===== src/rtl/cdt_pkg.sv =====
`timescale 1ns/1ps
package cdt_pkg;

    typedef enum logic [1:0] {
        TM_IDLE = 2'd0,
        TM_CHG  = 2'd1,
        TM_DIS  = 2'd2
    } tmr_mode_e;

    localparam int NUM_TMR = 2;

    typedef struct packed {
        logic sel;
        logic pulse;
    } ctl_t;

endpackage


===== src/rtl/cdt_zc_edge.sv =====
`timescale 1ns/1ps
module cdt_zc_edge (
    input  logic clk,
    input  logic rst_n,
    input  logic zc_in,
    output logic zc_edge
);
    logic zc_d, zc_q;

    always_comb begin
        zc_d    = zc_in;
        zc_edge = zc_in ^ zc_q;
    end

    always_ff @(posedge clk or negedge rst_n) begin
        if (!rst_n) zc_q <= 1'b0;
        else        zc_q <= zc_d;
    end
endmodule


===== src/rtl/cdt_timer.sv =====
`timescale 1ns/1ps
module cdt_timer
    import cdt_pkg::*;
#(
    parameter int CNT_W    = 16,
    parameter int THRESH   = 100,
    parameter int CHG_STEP = 20,
    parameter int DIS_STEP = 40
) (
    input  logic             clk,
    input  logic             rst_n,
    input  logic             load_chg,
    input  logic             load_dis,
    input  logic             tick,
    input  logic             blank,
    input  logic             hold,
    output logic [CNT_W-1:0] val_o,
    output tmr_mode_e        mode_o,
    output logic             done_o
);
    localparam logic [CNT_W-1:0] VMAX    = '1;
    localparam logic [CNT_W-1:0] BASE_V  = CNT_W'(THRESH);
    localparam logic [CNT_W-1:0] CHG_V   = CNT_W'(CHG_STEP);
    localparam logic [CNT_W-1:0] DIS_V   = CNT_W'(DIS_STEP);
    localparam logic [CNT_W-1:0] CHG_LIM = VMAX - CHG_V;
    localparam logic [CNT_W-1:0] DIS_LIM = CNT_W'(THRESH + DIS_STEP);

    typedef struct packed {
        tmr_mode_e        mode;
        logic [CNT_W-1:0] val;
    } tmr_t;

    tmr_t st_d, st_q;
    logic step_dn;

    always_comb begin
        st_d    = st_q;
        step_dn = !load_chg && !load_dis && tick && !hold && (st_q.mode == TM_DIS);
        done_o  = step_dn && (st_q.val <= DIS_LIM);
        if (load_chg) begin
            st_d.mode = TM_CHG;
            st_d.val  = BASE_V;
        end else if (load_dis) begin
            if (st_q.mode == TM_CHG && st_q.val > BASE_V) st_d.mode = TM_DIS;
            else begin
                st_d.mode = TM_IDLE;
                st_d.val  = BASE_V;
            end
        end else if (tick) begin
            if (st_q.mode == TM_CHG && !blank) begin
                st_d.val = (st_q.val > CHG_LIM) ? VMAX : st_q.val + CHG_V;
            end else if (step_dn) begin
                if (done_o) begin
                    st_d.mode = TM_IDLE;
                    st_d.val  = BASE_V;
                end else begin
                    st_d.val = st_q.val - DIS_V;
                end
            end
        end
    end

    always_ff @(posedge clk or negedge rst_n) begin
        if (!rst_n) begin
            st_q.mode <= TM_IDLE;
            st_q.val  <= BASE_V;
        end else begin
            st_q <= st_d;
        end
    end

    assign val_o  = st_q.val;
    assign mode_o = st_q.mode;
endmodule


===== src/rtl/comm_delay_timer.sv =====
`timescale 1ns/1ps
module comm_delay_timer
    import cdt_pkg::*;
#(
    parameter int CNT_W    = 16,
    parameter int THRESH   = 100,
    parameter int CHG_STEP = 20,
    parameter int DIS_STEP = 40
) (
    input  logic clk,
    input  logic rst_n,
    input  logic tick_en,
    input  logic blank,
    input  logic zc_tgl,
    output logic commute
);
    logic             zc_edge;
    logic [CNT_W-1:0] val_w  [NUM_TMR];
    tmr_mode_e        mode_w [NUM_TMR];
    logic             done_w [NUM_TMR];
    logic             forced;
    ctl_t             ctl_d, ctl_q;

    cdt_zc_edge u_edge (
        .clk     (clk),
        .rst_n   (rst_n),
        .zc_in   (zc_tgl),
        .zc_edge (zc_edge)
    );

    for (genvar i = 0; i < NUM_TMR; i++) begin : g_tmr
        cdt_timer #(
            .CNT_W    (CNT_W),
            .THRESH   (THRESH),
            .CHG_STEP (CHG_STEP),
            .DIS_STEP (DIS_STEP)
        ) u_tmr (
            .clk      (clk),
            .rst_n    (rst_n),
            .load_chg (zc_edge && (ctl_q.sel != 1'(i))),
            .load_dis (zc_edge && (ctl_q.sel == 1'(i))),
            .tick     (tick_en),
            .blank    (blank),
            .hold     (ctl_q.pulse),
            .val_o    (val_w[i]),
            .mode_o   (mode_w[i]),
            .done_o   (done_w[i])
        );
    end

    always_comb begin
        ctl_d  = ctl_q;
        forced = zc_edge && (mode_w[~ctl_q.sel] == TM_DIS);
        if (zc_edge) begin
            ctl_d.sel   = ~ctl_q.sel;
            ctl_d.pulse = forced;
        end else begin
            ctl_d.pulse = done_w[0] | done_w[1];
        end
    end

    always_ff @(posedge clk or negedge rst_n) begin
        if (!rst_n) ctl_q <= '0;
        else        ctl_q <= ctl_d;
    end

    assign commute = ctl_q.pulse;
endmodule


===== config.mk =====
export PLATFORM = sky130hd
export DESIGN_NAME = comm_delay_timer
export DESIGN_NICKNAME = d
export VERILOG_FILES = /design/src/rtl/cdt_pkg.sv /design/src/rtl/cdt_zc_edge.sv /design/src/rtl/cdt_timer.sv /design/src/rtl/comm_delay_timer.sv
export SDC_FILE = /design/constraint.sdc
export NUM_CORES = 1
export LEC_CHECK = 0
export BUFFER_PORTS_ARGS = -buffer_cell sky130_fd_sc_hd__buf_2
export CORE_MARGIN = 4
export CORE_UTILIZATION = 57
export CTS_CLUSTER_SIZE = 8
export DETAILED_ROUTE_END_ITERATION = 10
export GPL_TIMING_DRIVEN = 1
export PLACE_DENSITY_LB_ADDON = 0.3
export SLEW_MARGIN = 30
export SYNTH_ARGS = -nofsm -noshare
export SYNTH_HDL_FRONTEND = slang
export SYNTH_SLANG_ARGS = --single-unit
export TNS_END_PERCENT = 30

===== constraint.sdc =====
create_clock -name clk -period 2.8 [get_ports clk]
set_input_delay 0.14 -clock clk [delete_from_list [all_inputs] [get_ports clk]]
set_output_delay 0.14 -clock clk [all_outputs]
set_load 0.05 [all_outputs]

======== Word level (Yosys, flattened, before mapping) ========
Cells that the tools add are included.
storage, ports and cells
  bits of input ports ..................... 5
  output and inout bits ................... 1
  flip-flop bits (word level) ............. 39
  logic and storage cells ................. 86
cells by class
  bitwise logic cells ..................... 4
  muxes and demuxes ....................... 26
  reductions and logical operators ........ 29
  magnitude comparators ................... 7
  eq/ne operators ......................... 9
  $add $sub $neg .......................... 4
operators with widths
  kind                     number
  $mux W18                 8
  $mux W16                 8
  $add A16 B5 Y16 const B  2
  $gt A16 B16 Y1 const B   2
  $gt A16 B7 Y1 const B    2
  $le A16 B8 Y1 const B    2
  $sub A16 B6 Y16 const B  2
  $mux W2                  9
  $reduce_bool A3 Y1       5
  $logic_and A1 B1 Y1      14
  $reduce_and A4 Y1        2
  $reduce_bool A4 Y1       2
  $eq A2 B2 Y1 const B     3
  $ne A3 B2 Y1 const B     2
  $reduce_and A3 Y1        2
  $eq A2 B1 Y1 const B     2
  $logic_not A1 Y1         4
  $ne A3 B1 Y1 const B     1
  $ne A3 B3 Y1 const B     1
  $ge A2 B2 Y1 const B     1
  $not A1 Y2               1
  $mux W1                  1
  $not A1 Y1               1
  $or A1 B1 Y1             1
  $xor A1 B1 Y1            1

======== Logic depth before layout (Yosys ltp) ========
  depth after elaboration ................. 14
  gate-level depth with buffers ........... 9
  mapped depth without buffers ............ 8

======== By module ========
A second synthesis with hierarchy kept.
unflattened totals
  cell total of the unflattened synthesis .. 450
  area, all modules ....................... 3748.6 um^2
modules (own cells, without submodules)
  module            sequential area each (um^2)  area each (um^2)  instances  cells an instance
  cdt_timer         429.2                        1795.5            2          219
  comm_delay_timer  50.0                         123.9             1          10
  cdt_zc_edge       25.0                         33.8              1          2

======== Least setup slack after synthesis ========
No wires, ideal clock.
  path type ............................... flip-flop to flip-flop
  from .................................... reg g_tmr[1].u_tmr.st_q, in the netlist g_tmr[1].u_tmr.val_o[12]
  to ...................................... reg g_tmr[1].u_tmr.st_q, in the netlist g_tmr[1].u_tmr.val_o[7]
  stages on the path, launching flop included .. 8
  library setup time ...................... 0.121 ns
  data required time ...................... 2.679 ns
  period minus slack after synthesis ...... 2.827 ns
  slack ................................... -0.027 ns
  arrival ................................. 2.706 ns
  path buffers ............................ 2
  path through ............................ dfrtp_1 buf_6 or4_4 or4_4 or4_4 a22o_4 buf_6 a22o_1
on the way
  word-level cells in the longest chain between the ends .. 8
  elaborated cells on any way between the ends .. 14
  classes of those cells .................. order compare (3); eq/ne (1); mux (7); reduce/logical (3)
RTL lines
  item                    RTL line         RTL
  start, declared         cdt_timer.sv:33  tmr_t st_d, st_q;
  start signal, assigned  cdt_timer.sv:68  st_q <= st_d;
  $le A16 B8 Y1           cdt_timer.sv:39  done_o = step_dn && (st_q.val <= DIS_LIM);
  $logic_and A1 B1 Y1     cdt_timer.sv:39
  $mux W16                cdt_timer.sv:53  if (done_o) begin
  $mux W18                cdt_timer.sv:52  end else if (step_dn) begin
  $mux W16                cdt_timer.sv:50  if (st_q.mode == TM_CHG && !blank) begin
  $mux W18                cdt_timer.sv:49  end else if (tick) begin
  $mux W18                cdt_timer.sv:43  end else if (load_dis) begin
  $mux W18                cdt_timer.sv:40  if (load_chg) begin
Several ways; a longest one is shown, not always the timed one. The select of a mux whose other input is x is not followed.
A chain may end at the register's enable or synchronous reset.

======== Worst setup path in the final report ========
  from .................................... reg g_tmr[1].u_tmr.st_q, in the netlist g_tmr[1].u_tmr.val_o[12]
  to ...................................... reg g_tmr[1].u_tmr.st_q, in the netlist g_tmr[1].u_tmr.val_o[2]
The elaborated chain is that of the path after synthesis.

==> summary.md <==
| Metric | Value |
|---|---|
| GPL Wtd Cong | approximately 0.99 |
| Max FO, Critical Path | 15 |
| Worst setup EP type | register |
| Max Used Layer | met4 |
| Ys async rst share | between 90% and 100% |
| Worst hold path class | input port to register |
| Worst slew pin tran | 0.845 ns |
| Reg2reg end | g_tmr[1].u_tmr.val_o[2] |
| Root buffer cell | clkbuf_8 |
| Critical path type | register to register |
| Cells after synthesis | about 390 |
| First-pass iteration count of the detailed router | 5 |
| Chip Width | ~80 um |
| Via count | 3322 |
| Synth top area cells | dfrtp_1 (25%), o21ai_0 (6.4%), a21oi_1 (5.2%) |
| R2R setup slack | about 0.055 ns |
| GRT Util Overall | approximately 28% |
| Crit. Startpoint | g_tmr[1].u_tmr.val_o[12] |
| Avg Cell Area, Syn | 7.85 um^2 |
| P per Cell Area | about 900 nW/um^2 |
| RSZ-0062 raised after global routing | true |
| Die span in y | 81.4 um |
| R2R Path Start | g_tmr[1].u_tmr.val_o[12] |
| First-pass GRT wire length | between 10000 and 15000 um |
| Crit path capture | g_tmr[1].u_tmr.val_o[2] |
| CTS Sinks | 37 |
| Clock Latency Late Sink | approximately 0.3 ns |
| Final Util | between 60% and 70% |
| Synth cell types | 64 |
| Fillcell total | around 400 |
| CTS tree | built |
| Yosys top cell area share | between 20% and 30% |
| DIE AREA | between 6000 and 7000 um^2 |
| Met3 wire length | 802 um |
| Area growth, synth to finish | 13.0% |
| Final WS setup | between 0.05 and 0.06 ns |
| Max Slew Vio Count | 0 |
| Share of layout cells above drive strength 1 | 15.1% |
| CTS Buf Count | 5 |
| Clk buf depth | 2 |
| Sequential fraction of the synthesis area | 30.4% |
| Number of synthesized flops with an enable pin | 0 |
| Leak pwr | ~0.0015 uW |
| Startpoint Class | register |
| Status | complete, no violations |
| N_diodes | 0 |
| Initial antenna violation count | 0 |
| Worst slack at placement | ~0.040 ns |
| Post-synthesis register bit count | 37 |
| Max IR drop VDD | about 0.00035 V |
| Period minus WS final | 2.74 ns |
| FF-to-FF path depth | 6 |
| Max Fclk | 364 MHz |
| Total detailed-routing wirelength | ~8900 um |
| Final Cycle Share | between 90% and 100% |
| Post-DR wirelength/cell | ~19 um |
| Initial core utilization | a little under 60% |
| Vias per cell | ~6.9 |
| H-tree depth | 2 |
| Core Region | a little over 5000 um^2 |
| Max-cap violations | 0 |
| Syn Nets | a little over 400 |
| Grt total ovfl | 0 |
| Final nets | roughly 430 |
| DRC errors left | 0 |
| Ports | 6 |
| Vias in the first global route | 3024 |
| Final Power | between 3000 and 4000 uW |
| Predominant post-synthesis flop cell | dfrtp_1 |
| Count leader, synth | o21ai_0 |
| # placed instances | ~470 |
| PortBufs | 5 |
| Layout Cells excl Fill | 481 |
| Mapped Area | 3070 um^2 |
| Setup Skew | between 0.01 and 0.015 ns |
| CP arrival | approximately 3 ns |
| Clk slew on worst S/H paths | ~0.090 ns |
| # setup viols final | 0 |
| Pin count of the biggest net entering global routing | 38 |
| 1st-iter DRT viols | ~410 |
| Postcts setup bufs | 0 |
| Cell taking the most area after synthesis | dfrtp_1 |
| Post-Route M1 WL | roughly 4000 um |
| Rows | 26 |
| DR WL met2 | between 4000 and 5000 um |
| Max-slew headroom | between 40% and 50% |
| DPL Wire Length | between 6000 and 7000 um |
| Critical path required time | a little over 3 ns |
| Antenna Nets Post-Route | 0 |
| Final Hold Viols | 0 |
| Synth warnings | 0 |
| Synth top cells by count | o21ai_0 (39), nor2_1 (38), a21oi_1 (32), dfrtp_1 (31), nand2_1 (28) |
[critical path: stages (launching register included)]
cell	delay, ns
dfrtp_1	0.38
or4_4	0.55
or4_4	0.51
or4_4	0.53
a22o_4	0.34
o31ai_2	0.26
o21ai_1	0.10
[report_power, final]
group	total [uW]	switching [uW]	internal (uW)
Combinational	1650	978	673
Clock	580	221	359
Sequential	898	198	701
Total	3130	1400	1730
[registers in the layout, indices dropped and copies added, names as in the netlist]
name,count
commute,1
g_tmr.u_tmr.mode_o,4
u_edge.zc_q,1
g_tmr.u_tmr.val_o,30
ctl_q,1
[area by class of cell]
type | instances | area [um^2] | share of cell area (%)
clock inverters | 3 | 68.8 | 1.99
multi-input cells | 316 | 1980 | 57.2
repair buffers | 35 | 268 | 7.73
well taps | 70 | 87.6 | 2.53
clock buffers | 5 | 68.8 | 1.99
inverters | 15 | 56.3 | 1.62
flip-flops and latches | 37 | 933 | 26.9
[layout by cell type, fill, tap and decap left out, types with 7 or more instances in the layout]
cell type	synthesis	final
buf_4	0	27
xnor2_1	7	7
ha_1	12	12
a21oi_1	32	32
nand2_1	28	28
dfrtp_1	31	31
nor3_1	17	17
o21ai_0	39	39
a31oi_1	7	7
nor2_1	38	38
inv_1	15	15
or2_2	7	7
nand3_1	12	12
[logic make-up after synthesis]
family / count (synthesis) / synth area share, %
xor+xnor: 12 / 3.43
simple gates: 144 / 24.1
flops: 37 / 30.4
buf+inv: 38 / 5.14
compound gates: 147 / 31.7
fa+ha+maj: 12 / 4.89
mux: 1 / 0.367
[what timing repair did]
item	CTS	global route
endpoints found under the setup margin	0	9
endpoints found under the hold margin	32	0
hold buffers	2	0
gates resized for setup	0	2
[stage by stage]
step                area [um^2]  TNS [ns]  hold slack (ns)
floorplan                  3070         0           -0.156
global route               3470   -0.0299            0.408
detailed placement         3300         0            0.296
global placement           3300         0            0.290
finish                     3470         0            0.357
CTS                        3460         0            0.343
[layer usage]
layer | GRT usage, % | vias up
li1 | - | 1506
met1 | 40.5 | 1592
met2 | 44.2 | 199
met3 | 4.77 | 25
met4 | 7.60 | 0
met5 | 0 | -
[worst min-delay path by stage]
| stage | startpoint | cells past startpoint | slack (ns) | endpoint |
|---|---|---|---|---|
| floorplan | rst_n | 0 | -0.16 | commute |
| global placement | rst_n | 1 | 0.29 | g_tmr[1].u_tmr.val_o[3] |
| detailed placement | rst_n | 1 | 0.30 | g_tmr[1].u_tmr.val_o[14] |
| CTS | tick_en | 4 | 0.34 | g_tmr[0].u_tmr.val_o[5] |
| global route | tick_en | 4 | 0.41 | g_tmr[0].u_tmr.val_o[5] |
| finish | tick_en | 4 | 0.36 | g_tmr[0].u_tmr.val_o[5] |
Power figures use the tool's default switching activity.
